**src/rtl/pcc_pkg.sv**
```systemverilog
package pcc_pkg;

   typedef enum logic [2:0] {
      ST_IDLE  = 3'd0,
      ST_CRC   = 3'd1,
      ST_LOAD  = 3'd2,
      ST_XFORM = 3'd3,
      ST_DONE  = 3'd4
   } pcc_state_t;

endpackage

```
**src/rtl/pcc_parity_ins.sv**
```systemverilog
module pcc_parity_ins #(
   parameter int MSG_W = 6,
   parameter int NPAR  = 2,
   parameter logic [MSG_W+NPAR-1:0] PAR_MASK = 8'h90
) (
   input  logic [MSG_W-1:0]      msg_i,
   output logic [MSG_W+NPAR-1:0] data_o
);
   localparam int K0 = MSG_W + NPAR;

   // walk the data slots, inserting segment parity where the mask says so
   always_comb begin
      logic acc;
      int   mi;
      acc    = 1'b0;
      mi     = 0;
      data_o = '0;
      for (int j = 0; j < K0; j++) begin
         if (PAR_MASK[j]) begin
            data_o[j] = acc;
            acc       = 1'b0;
         end else begin
            if (mi < MSG_W) begin
               data_o[j] = msg_i[mi];
               acc       = acc ^ msg_i[mi];
            end
            mi = mi + 1;
         end
      end
   end
endmodule

```
**src/rtl/pcc_crc_serial.sv**
```systemverilog
module pcc_crc_serial #(
   parameter int          W    = 16,
   parameter logic [W-1:0] POLY = 16'h8005
) (
   input  logic         clk,
   input  logic         rst_n,
   input  logic         clr_i,
   input  logic         en_i,
   input  logic         bit_i,
   output logic [W-1:0] crc_o
);
   logic [W-1:0] crc_q;
   logic         fb;

   assign fb    = crc_q[W-1] ^ bit_i;
   assign crc_o = crc_q;

   always_ff @(posedge clk or negedge rst_n) begin
      if (!rst_n)      crc_q <= '0;
      else if (clr_i)  crc_q <= '0;
      else if (en_i)   crc_q <= {crc_q[W-2:0], 1'b0} ^ (fb ? POLY : '0);
   end


   crc_zero_hold_chk: assert property (@(posedge clk) disable iff (!rst_n)
      (en_i && !clr_i && !bit_i && crc_q == '0) |=> (crc_q == '0));
endmodule

```
**src/rtl/pcc_polar_xform.sv**
```systemverilog
module pcc_polar_xform #(
   parameter int N    = 32,
   parameter int LOGN = $clog2(N)
) (
   input  logic            clk,
   input  logic            rst_n,
   input  logic            load_i,
   input  logic [N-1:0]    u_i,
   input  logic            step_i,
   input  logic [LOGN-1:0] stage_i,
   output logic [N-1:0]    x_o
);
   logic [N-1:0] x_q;
   logic [N-1:0] stage_net [LOGN];

   // one butterfly network per stage, span 2^s
   for (genvar s = 0; s < LOGN; s++) begin : g_stage
      for (genvar i = 0; i < N; i++) begin : g_bit
         if (((i >> s) & 1) == 0) begin : g_xor
            assign stage_net[s][i] = x_q[i] ^ x_q[i + (1 << s)];
         end else begin : g_pass
            assign stage_net[s][i] = x_q[i];
         end
      end
   end

   always_ff @(posedge clk or negedge rst_n) begin
      if (!rst_n)       x_q <= '0;
      else if (load_i)  x_q <= u_i;
      else if (step_i)  x_q <= stage_net[stage_i];
   end

   assign x_o = x_q;


   top_bit_kept_chk: assert property (@(posedge clk) disable iff (!rst_n)
      (step_i && !load_i) |=> (x_q[N-1] == $past(x_q[N-1])));
endmodule

```
**src/rtl/pcc_polar_enc.sv**
```systemverilog
module pcc_polar_enc
   import pcc_pkg::*;
#(
   parameter int N     = 32,
   parameter int MSG_W = 6,
   parameter int NPAR  = 2,
   parameter int CRC_W = 16,
   parameter logic [CRC_W-1:0]      CRC_POLY  = 16'h8005,
   parameter logic [MSG_W+NPAR-1:0] PAR_MASK  = 8'h90,
   parameter logic [N-1:0]          INFO_MASK = 32'hFFFF_FE80
) (
   input  logic             clk,
   input  logic             rst_n,
   input  logic             start_i,
   input  logic [MSG_W-1:0] msg_i,
   output logic             done_o,
   output logic [N-1:0]     cw_o
);
   localparam int K0   = MSG_W + NPAR;
   localparam int K    = K0 + CRC_W;
   localparam int LOGN = $clog2(N);
   localparam int CNTW = $clog2(K0 + 1);

   // elaboration-time parameter checks
   if ((1 << LOGN) != N) begin : g_bad_n
      $error("N must be a power of two");
   end
   if ($countones(INFO_MASK) != K) begin : g_bad_info
      $error("INFO_MASK must mark MSG_W+NPAR+CRC_W positions");
   end
   if ($countones(PAR_MASK) != NPAR) begin : g_bad_par
      $error("PAR_MASK must mark NPAR positions");
   end
   if (PAR_MASK[K0-1] != 1'b1) begin : g_bad_tail
      $error("last data slot must be a parity slot");
   end

   pcc_state_t      state_q;
   logic [MSG_W-1:0] msg_q;
   logic [CNTW-1:0] cnt_q;
   logic [LOGN-1:0] stage_q;
   logic [K0-1:0]   data_vec;
   logic [CRC_W-1:0] crc;
   logic [K-1:0]    outer;
   logic [N-1:0]    u_vec;
   logic            accept;

   assign accept = (state_q == ST_IDLE) && start_i;

   pcc_parity_ins #(.MSG_W(MSG_W), .NPAR(NPAR), .PAR_MASK(PAR_MASK)) u_par (
      .msg_i  (msg_q),
      .data_o (data_vec)
   );

   pcc_crc_serial #(.W(CRC_W), .POLY(CRC_POLY)) u_crc (
      .clk   (clk),
      .rst_n (rst_n),
      .clr_i (accept),
      .en_i  (state_q == ST_CRC),
      .bit_i (data_vec[cnt_q[CNTW-1:0] < CNTW'(K0) ? cnt_q : '0]),
      .crc_o (crc)
   );

   // outer word: data vector then remainder MSB first
   for (genvar j = 0; j < K; j++) begin : g_outer
      if (j < K0) begin : g_data
         assign outer[j] = data_vec[j];
      end else begin : g_rem
         assign outer[j] = crc[CRC_W-1-(j-K0)];
      end
   end

   // spread the outer word over the information positions
   always_comb begin
      int k;
      k     = 0;
      u_vec = '0;
      for (int i = 0; i < N; i++) begin
         if (INFO_MASK[i]) begin
            if (k < K) u_vec[i] = outer[k];
            k = k + 1;
         end
      end
   end

   pcc_polar_xform #(.N(N), .LOGN(LOGN)) u_xf (
      .clk     (clk),
      .rst_n   (rst_n),
      .load_i  (state_q == ST_LOAD),
      .u_i     (u_vec),
      .step_i  (state_q == ST_XFORM),
      .stage_i (stage_q),
      .x_o     (cw_o)
   );

   always_ff @(posedge clk or negedge rst_n) begin
      if (!rst_n) begin
         state_q <= ST_IDLE;
         msg_q   <= '0;
         cnt_q   <= '0;
         stage_q <= '0;
      end else begin
         case (state_q)
            ST_IDLE: if (start_i) begin
               msg_q   <= msg_i;
               cnt_q   <= '0;
               state_q <= ST_CRC;
            end
            ST_CRC: begin
               cnt_q <= cnt_q + 1'b1;
               if (cnt_q == CNTW'(K0 - 1)) state_q <= ST_LOAD;
            end
            ST_LOAD: begin
               stage_q <= '0;
               state_q <= ST_XFORM;
            end
            ST_XFORM: begin
               stage_q <= stage_q + 1'b1;
               if (stage_q == LOGN'(LOGN - 1)) state_q <= ST_DONE;
            end
            ST_DONE: state_q <= ST_IDLE;
            default: state_q <= ST_IDLE;
         endcase
      end
   end

   assign done_o = (state_q == ST_DONE);


   done_pulse_chk: assert property (@(posedge clk) disable iff (!rst_n)
      done_o |=> !done_o);


   busy_start_ignored_chk: assert property (@(posedge clk) disable iff (!rst_n)
      (state_q != ST_IDLE && start_i) |=> $stable(msg_q));


   load_after_crc_chk: assert property (@(posedge clk) disable iff (!rst_n)
      (state_q == ST_LOAD) |-> ($past(state_q) == ST_CRC));


   done_after_xform_chk: assert property (@(posedge clk) disable iff (!rst_n)
      done_o |-> ($past(state_q) == ST_XFORM));
endmodule

```
**config.mk**
```make
export PLATFORM = sky130hd
export DESIGN_NAME = pcc_polar_enc
export DESIGN_NICKNAME = d
export VERILOG_FILES = /design/src/rtl/pcc_pkg.sv /design/src/rtl/pcc_parity_ins.sv /design/src/rtl/pcc_crc_serial.sv /design/src/rtl/pcc_polar_xform.sv /design/src/rtl/pcc_polar_enc.sv
export SDC_FILE = /design/constraint.sdc
export NUM_CORES = 1
export LEC_CHECK = 0
export BUFFER_PORTS_ARGS = -buffer_cell sky130_fd_sc_hd__buf_2
export CAP_MARGIN = 20
export CORE_MARGIN = 1
export CORE_UTILIZATION = 55
export CTS_CLUSTER_SIZE = 28
export DETAILED_ROUTE_END_ITERATION = 10
export PLACE_DENSITY = 0.78
export RECOVER_POWER = 100
export REMOVE_ABC_BUFFERS = 1
export SETUP_SLACK_MARGIN = 0.2
export SLEW_MARGIN = 30
export SYNTH_ARGS = -nofsm -noshare
export SYNTH_HDL_FRONTEND = slang
export SYNTH_HIERARCHICAL = 1
export SYNTH_SLANG_ARGS = --single-unit
```
**constraint.sdc**
```tcl
create_clock -name clk -period 2.2 [get_ports clk]
set_input_delay 0.22 -clock clk [delete_from_list [all_inputs] [get_ports clk]]
set_output_delay 0.22 -clock clk [all_outputs]
set_load 0.02 [all_outputs]
```
* Word-level counts from Yosys, hierarchy flattened
Index checks and enable logic that the tools add are counted.
** Cells by class
- Eq/ne operators :: 9
- Bitwise gates (word level) :: 87
- Muxes and demuxes :: 18
- Order comparisons :: 3
- Reductions and logical operators :: 8
- Add/subtract/negate cells :: 2
** Operators by type and width (count)
- two-way mux 32 bit :: 4
- binary-select mux 32 bit (select 3 bit) :: 1
- bitwise XOR 1 bit :: 85
- two-way mux 16 bit :: 3
- bitwise XOR 16 bit :: 1
- case mux 3 bit (4 select lines) :: 1
- case mux 5 bit (2 select lines) :: 1
- two-way mux 3 bit :: 3
- less-than comparator 4 bit (second input constant) :: 2
- two-way mux 4 bit :: 2
- case mux 4 bit (2 select lines) :: 1
- == test 3 x 2 -> 1 bit (second input constant) :: 2
- greater-or-equal comparator 6 x 4 -> 1 bit (second input constant) :: 1
- inequality test 2 bit (second input constant) :: 3
- NOT 5 -> 6 bit :: 1
- nonzero test 2 bit :: 3
- adder 5 x 1 -> 5 bit (second input constant) :: 1
- == test 5 x 3 -> 1 bit (second input constant) :: 1
- adder 4 x 1 -> 4 bit (second input constant) :: 1
- == test 4 x 3 -> 1 bit (second input constant) :: 1
- AND reduction 2 bit :: 2
- binary-select mux 1 bit (select 3 bit) :: 1
- == test 3 x 1 -> 1 bit (second input constant) :: 1
- == test 3 bit (second input constant) :: 1
- other kinds (4) :: 4
** Storage, ports and cells
- Word-level logic and storage cells :: 133
- Input port bits :: 9
- Register bits :: 66

* Logic depth before layout (Yosys ltp)
- Word-level depth :: 10
- Depth in mapped cells :: 10

* By module
Netlist, hierarchy kept.
** By module, submodules not included
- pcc_polar_xform :: cells each 358, times used 1, area each 2940.3 um2
- pcc_polar_enc :: cells each 92, times used 1, area each 952.2 um2
- pcc_crc_serial :: cells each 59, times used 1, area each 696.9 um2
- pcc_parity_ins :: cells each 10, times used 1, area each 80.1 um2

* Least setup slack after synthesis
No wires, ideal clock.
- Kind :: register -> register
- Start point :: register state_q[2]
- End point :: register u_xf.x_q[2] (netlist: u_xf/x_o[2])
- Buffers on the path :: 2
- Arrival :: 1899 ps
- Clock period less this slack :: 2025 ps
- Data required time :: 2074 ps
- Cell stages (with the launch flop) :: 8
- Setup time :: 126 ps
- Setup slack :: 175 ps
- Cell sequence :: dfrtp_1 -> nand2b_2 -> or2_4 -> inv_1 -> buf_2 -> buf_1 -> o2111ai_1 -> a221o_1
** On the way
- Cells in the longest elaborated chain, start to end :: 2
** Ends and longest elaborated chain
- start, declared :: line pcc_polar_enc.sv:38 : pcc_state_t state_q;
- start signal, assigned :: line pcc_polar_enc.sv:98 : state_q <= ST_IDLE;
- start signal, assigned :: line pcc_polar_enc.sv:107 : state_q <= ST_CRC;
- start signal, assigned :: line pcc_polar_enc.sv:111 : if (cnt_q == CNTW'(K0 - 1)) state_q <= ST_LOAD;
- == test 3 x 2 -> 1 bit, on equally long branches :: line pcc_polar_enc.sv:89, pcc_polar_enc.sv:91
- two-way mux 32 bit / nonzero test 2 bit (equally long branches)
- end signal, assigned :: line pcc_polar_xform.sv:29 : else if (load_i) x_q <= u_i;
- end signal, assigned :: line pcc_polar_xform.sv:30 : else if (step_i) x_q <= stage_net[stage_i];
- end, declared :: line pcc_polar_xform.sv:13 : logic [N-1:0] x_q;
Parallel ways exist; a longest one is shown, timed or not.
A chain may end at the register's enable or synchronous reset.

* Final worst setup path
- Start point :: register msg_q[0]
- End point :: register u_crc.crc_q[15] (netlist: u_crc/crc_o[15])
** On the way
- Cells in the longest elaborated chain, start to end :: 10
** Ends and longest elaborated chain
- start, declared :: line pcc_polar_enc.sv:39 : logic [MSG_W-1:0] msg_q;
- start signal, assigned :: line pcc_polar_enc.sv:105 : msg_q <= msg_i;
- bitwise XOR 1 bit (3 in series) :: line pcc_parity_ins.sv:25 : acc = acc ^ msg_i[mi];
- via data_vec[4] :: line pcc_polar_enc.sv:42 : logic [K0-1:0] data_vec;
- binary-select mux 1 bit (select 3 bit) :: line pcc_polar_enc.sv:60 : .bit_i (data_vec[cnt_q[CNTW-1:0] < CNTW'(K0) ? cnt_q : '0]),
- two-way mux 1 bit :: line pcc_polar_enc.sv:60
- bitwise XOR 1 bit :: line pcc_crc_serial.sv:15 : assign fb = crc_q[W-1] ^ bit_i;
- two-way mux 16 bit :: line pcc_crc_serial.sv:21 : else if (en_i) crc_q <= {crc_q[W-2:0], 1'b0} ^ (fb ? POLY : '0);
- bitwise XOR 16 bit :: line pcc_crc_serial.sv:21
- two-way mux 16 bit :: line pcc_crc_serial.sv:21
- two-way mux 16 bit :: line pcc_crc_serial.sv:20 : else if (clr_i) crc_q <= '0;
- end signal, assigned :: line pcc_crc_serial.sv:21
- end, declared :: line pcc_crc_serial.sv:12 : logic [W-1:0] crc_q;
The timed path passes the listed nets, and every way through them passes these cells. The select of a mux whose other input is x is not followed.

==> Flow_metrics.wiki <==
{| class="wikitable"
! Metric !! Value
|-
| Result of the run || complete, no violations
|-
| Crit-path slowest cell || sky130_fd_sc_hd__mux4_2
|-
| Antenna violations before repair || 0
|-
| Met3 wirelength from detailed routing || 1070 um
|-
| Proportion of synthesized chip area in sequential cells || 35.4%
|-
| N_diodes || 0
|-
| Number of search-and-repair iterations in the first detailed-routing pass || 7
|-
| Detailed-route via count || 4372
|-
| CTS H-tree depth || 3
|-
| Async S/R FF share, synth || 100%
|-
| Critical path fanouts, max || 4
|-
| Cell Pwr Density || 1710 nW/um2
|-
| Nature of the critical path endpoint || flop
|-
| Cell family with most CP delay || XOR/XNOR gates
|-
| Sum of net half-perimeters after detailed placement || 8360 um
|-
| Total placed cells including tap cells || 652
|-
| TritonCTS clock tree || yes
|-
| Fraction of final layout cells sized beyond drive strength 1 || 16.1%
|-
| FP Rows || 33
|-
| Post-Synthesis Cells || 519
|-
| Number of synthesized register bits || 66
|-
| Number of max-cap violations || 0
|-
| Final routed DRC violation total || 0
|-
| Global-route wire length before repair || 20300 um
|-
| Met2 wire length || 5950 um
|-
| Standby leakage power || 2.17 nW
|-
| Clock input transition at the sequential cells of the worst setup and hold paths || 0.08 ns
|-
| Detailed-route wire length per cell || 19.1 um
|-
| Worst r2r src || msg_q[0]
|-
| Max-slew violations || 0
|-
| Min-delay src || msg_i[5]
|-
| Fillcell total || 698
|-
| Effective utilization at floorplan || 56.8%
|-
| Die width || 94.1 um
|-
| Largest net degree at the start of global routing || 67
|-
| Via count of the first global-routing pass || 3929
|-
| Ys flop type || sky130_fd_sc_hd__dfrtp_1
|-
| Max rail drop VDD || 0.884 mV
|-
| Setup ws final || 0.124 ns
|-
| Clock network fraction of total power || 11.9%
|-
| Die footprint || 8860 um2
|-
| Most frequent cell on the critical path || sky130_fd_sc_hd__xnor2_2
|-
| WP data required || 2.44 ns
|-
| Area Overhead vs Synth || 13.2%
|-
| Routed WL || 13000 um
|-
| Count of nets after finishing || 583
|-
| Top-Level Pins || 42
|-
| Final weighted congestion in routability-driven placement || 0.899
|-
| Data arrival at the endpoint of the critical path || 2.31 ns
|-
| Final count of hold timing violations || 0
|-
| Transition time at the pin with the least slew margin || 0.913 ns
|-
| Startpoint types || flop
|-
| Number of flops mapped to enable cells by yosys || 0
|-
| Uppermost layer routed || met4
|-
| Port-buffer cells || 41
|-
| Remaining global-route overflow || 0
|-
| Clock latency reported for the late side of the worst-skew pair || 0.36 ns
|-
| Sequential fraction of design power || 31.7%
|-
| Part of the power in combinational logic || 56.4%
|-
| Y dimension of the die || 94.1 um
|-
| RSZ-0062 raised after global routing || true
|-
| Average cell area after synthesis || 9.00 um2
|-
| Unique cell type count in the Yosys netlist || 79
|-
| Post-route clock period utilization || 94.3%
|-
| Largest stage delay, worst path || 0.48 ns
|-
| Root buffer selected by CTS || sky130_fd_sc_hd__clkbuf_8
|-
| Antenna-violating nets left || 0
|-
| Clock sinks || 66
|-
| Area of the core || 8220 um2
|-
| Net switching share of the total power || 48.3%
|-
| Summed instance area of the synthesized netlist || 4670 um2
|-
| Starting DRC count in detailed routing || 568
|-
| Skew final || 0.0167 ns
|-
| M1 wire length || 5620 um
|-
| Non-filler cells in the finished layout || 681
|-
| Internal || 4.66 mW
|-
| Critical path origin || msg_q[0]
|-
| Max clock buf depth || 2
|-
| Count of endpoints failing setup in the final report || 0
|-
| Sw power || 4.36 mW
|-
| Cells traversed along the worst timing path || xnor2_2 -> xnor2_2 -> mux4_2 -> nand3_2 -> o21ai_4 -> xor2_1 -> a21oi_1 -> a31o_1
|-
| Post-layout minimum cycle time || 2.08 ns
|-
| All-layer global routing usage || 30.0%
|-
| Kind of path behind the tightest hold check || primary input to flop
|-
| Worst slew margin relative to its limit || 39.1%
|-
| Yosys warning count || 6
|-
| Buffer and inverter count on the worst path || 0
|-
| CTS buffer count || 9
|-
| Maximum frequency from static timing analysis || 482 MHz
|-
| Setup TNS || 0 ns
|-
| Post-DR vias/cell || 6.42
|-
| Kind of critical path || flop to flop
|-
| Setup Slack @ Placement || 0.149 ns
|}
==> final cells by class <==
| cell class | count | area (um2) | share of cell area (%) |
|---|---|---|---|
| Clock buffer | 12 | 155 | 2.94 |
| Tap cell | 105 | 131 | 2.49 |
| Timing Repair Buffer | 82 | 457 | 8.64 |
| Multi-Input combinational cell | 397 | 2770 | 52.4 |
| Inverter | 15 | 67.6 | 1.28 |
| Sequential cell | 66 | 1660 | 31.3 |
| Clock inverter | 4 | 50.0 | 0.947 |
==> cell usage in the layout (no fill, tap or decap), types with 4 or more instances in the layout <==
master / Yosys / layout
sky130_fd_sc_hd__nand3b_1: 7 / 7
sky130_fd_sc_hd__and2_1: 5 / 5
sky130_fd_sc_hd__conb_1: 1 / 8
sky130_fd_sc_hd__inv_1: 12 / 10
sky130_fd_sc_hd__a21oi_1: 22 / 21
sky130_fd_sc_hd__a22oi_1: 5 / 5
sky130_fd_sc_hd__clkbuf_8: 0 / 11
sky130_fd_sc_hd__buf_4: 10 / 25
sky130_fd_sc_hd__o31a_1: 4 / 4
sky130_fd_sc_hd__nand2b_1: 15 / 15
sky130_fd_sc_hd__o21ai_0: 32 / 36
sky130_fd_sc_hd__o21ai_1: 13 / 8
sky130_fd_sc_hd__nor2_1: 41 / 41
sky130_fd_sc_hd__nor3_1: 7 / 7
sky130_fd_sc_hd__clkinvlp_4: 0 / 5
sky130_fd_sc_hd__a2bb2oi_1: 4 / 4
sky130_fd_sc_hd__a221oi_1: 4 / 4
sky130_fd_sc_hd__nand2_1: 42 / 42
sky130_fd_sc_hd__mux2_2: 10 / 10
sky130_fd_sc_hd__a31oi_1: 9 / 9
sky130_fd_sc_hd__mux2i_1: 33 / 33
sky130_fd_sc_hd__nor2b_1: 10 / 10
sky130_fd_sc_hd__buf_2: 15 / 9
sky130_fd_sc_hd__nor3b_1: 4 / 5
sky130_fd_sc_hd__clkbuf_1: 15 / 42
sky130_fd_sc_hd__xor2_1: 10 / 10
sky130_fd_sc_hd__xnor2_1: 15 / 12
sky130_fd_sc_hd__and3b_1: 4 / 4
sky130_fd_sc_hd__dfrtp_1: 66 / 63
sky130_fd_sc_hd__o31ai_1: 7 / 7
sky130_fd_sc_hd__nand3_1: 10 / 9
==> registers in the layout, summed over array words and instances, names as in the netlist <==
register / cells
state_q: 3
msg_q: 6
u_crc/crc_o: 16
cnt_q: 4
stage_q: 5
u_xf/x_o: 32
==> cell usage after synthesis, types with 5 or more instances <==
cell | number | area [um2]
sky130_fd_sc_hd__a21oi_1 | 22 | 110
sky130_fd_sc_hd__a22oi_1 | 5 | 37.5
sky130_fd_sc_hd__a31oi_1 | 9 | 56.3
sky130_fd_sc_hd__and2_1 | 5 | 31.3
sky130_fd_sc_hd__buf_2 | 15 | 75.1
sky130_fd_sc_hd__buf_4 | 10 | 75.1
sky130_fd_sc_hd__buf_6 | 6 | 67.6
sky130_fd_sc_hd__clkbuf_1 | 15 | 56.3
sky130_fd_sc_hd__dfrtp_1 | 66 | 1650
sky130_fd_sc_hd__inv_1 | 12 | 45.0
sky130_fd_sc_hd__mux2_2 | 10 | 113
sky130_fd_sc_hd__mux2i_1 | 33 | 330
sky130_fd_sc_hd__nand2_1 | 42 | 158
sky130_fd_sc_hd__nand2b_1 | 15 | 93.8
sky130_fd_sc_hd__nand3_1 | 10 | 50.1
sky130_fd_sc_hd__nand3b_1 | 7 | 52.6
sky130_fd_sc_hd__nor2_1 | 41 | 154
sky130_fd_sc_hd__nor2b_1 | 10 | 62.6
sky130_fd_sc_hd__nor3_1 | 7 | 35.0
sky130_fd_sc_hd__o21ai_0 | 32 | 160
sky130_fd_sc_hd__o21ai_1 | 13 | 65.1
sky130_fd_sc_hd__o31ai_1 | 7 | 52.6
sky130_fd_sc_hd__xnor2_1 | 15 | 131
sky130_fd_sc_hd__xor2_1 | 10 | 87.6
==> logic make-up after synthesis <==
kind of cell               after synthesis  synth area share [%]
and+or+nand+nor                        172                  20.1
other                                    1                0.0803
adders and majority gates                3                 0.804
AOI/OAI and AO/OA                      142                  20.4
muxes                                   47                  11.3
buffers and inverters                   63                  7.26
xor gates and xnor gates                25                  4.69
DFF                                     66                  35.4
==> through the flow <==
stage	hold WS (ns)	util (%)	area (um2)	power (mW)
2_1_floorplan	-0.0756	-	4410	5.97
3_3_place_gp	0.264	61.0	5010	7.39
3_5_place_dp	0.267	61.0	5010	7.56
4_1_cts	0.0850	64.1	5260	8.77
5_1_grt	0.0948	64.3	5290	9.56
6_report	0.0901	64.3	5290	9.01
==> what timing repair did <==
action / in CTS / in global routing
setup endpoints to repair: 3 / 19
pin swaps: 3 / 12
endpoints found under the hold margin: 66 / 0
buffers inserted: 2 / 10
resized for setup: 4 / 23
hold buffers: 1 / 0
==> routing by layer <==
layer,vias to the layer above,global-route usage (%)
met5,-,0
met4,0,13.3
met3,43,4.61
met2,221,45.5
met1,2133,42.0
li1,1975,-
==> path summary, 6_finish.rpt <==
check	cells past startpoint	end	slack (ns)
max	8	u_crc/crc_o[15]	0.12
min	2	msg_q[5]	0.09
max reg2reg	8	u_crc/crc_o[15]	0.12
min reg2reg	1	stage_q[4]	0.50
max in group asynchronous	3	stage_q[0]	0.92
min in group asynchronous	3	cnt_q[2]	0.64
==> power groups by stage <==
| stage | Clock (mW) | Sequential (mW) | Combinational, mW |
|---|---|---|---|
| 4_1_cts | 1.08 | 2.82 | 4.86 |
| 6_report | 1.07 | 2.86 | 5.08 |
| 3_5_place_dp | 0 | 2.84 | 4.73 |
| 2_1_floorplan | 0 | 2.98 | 2.99 |
| 3_3_place_gp | 0 | 2.80 | 4.59 |
| 5_1_grt | 1.14 | 2.95 | 5.47 |
No activity file was read; power rests on OpenSTA's default activity.
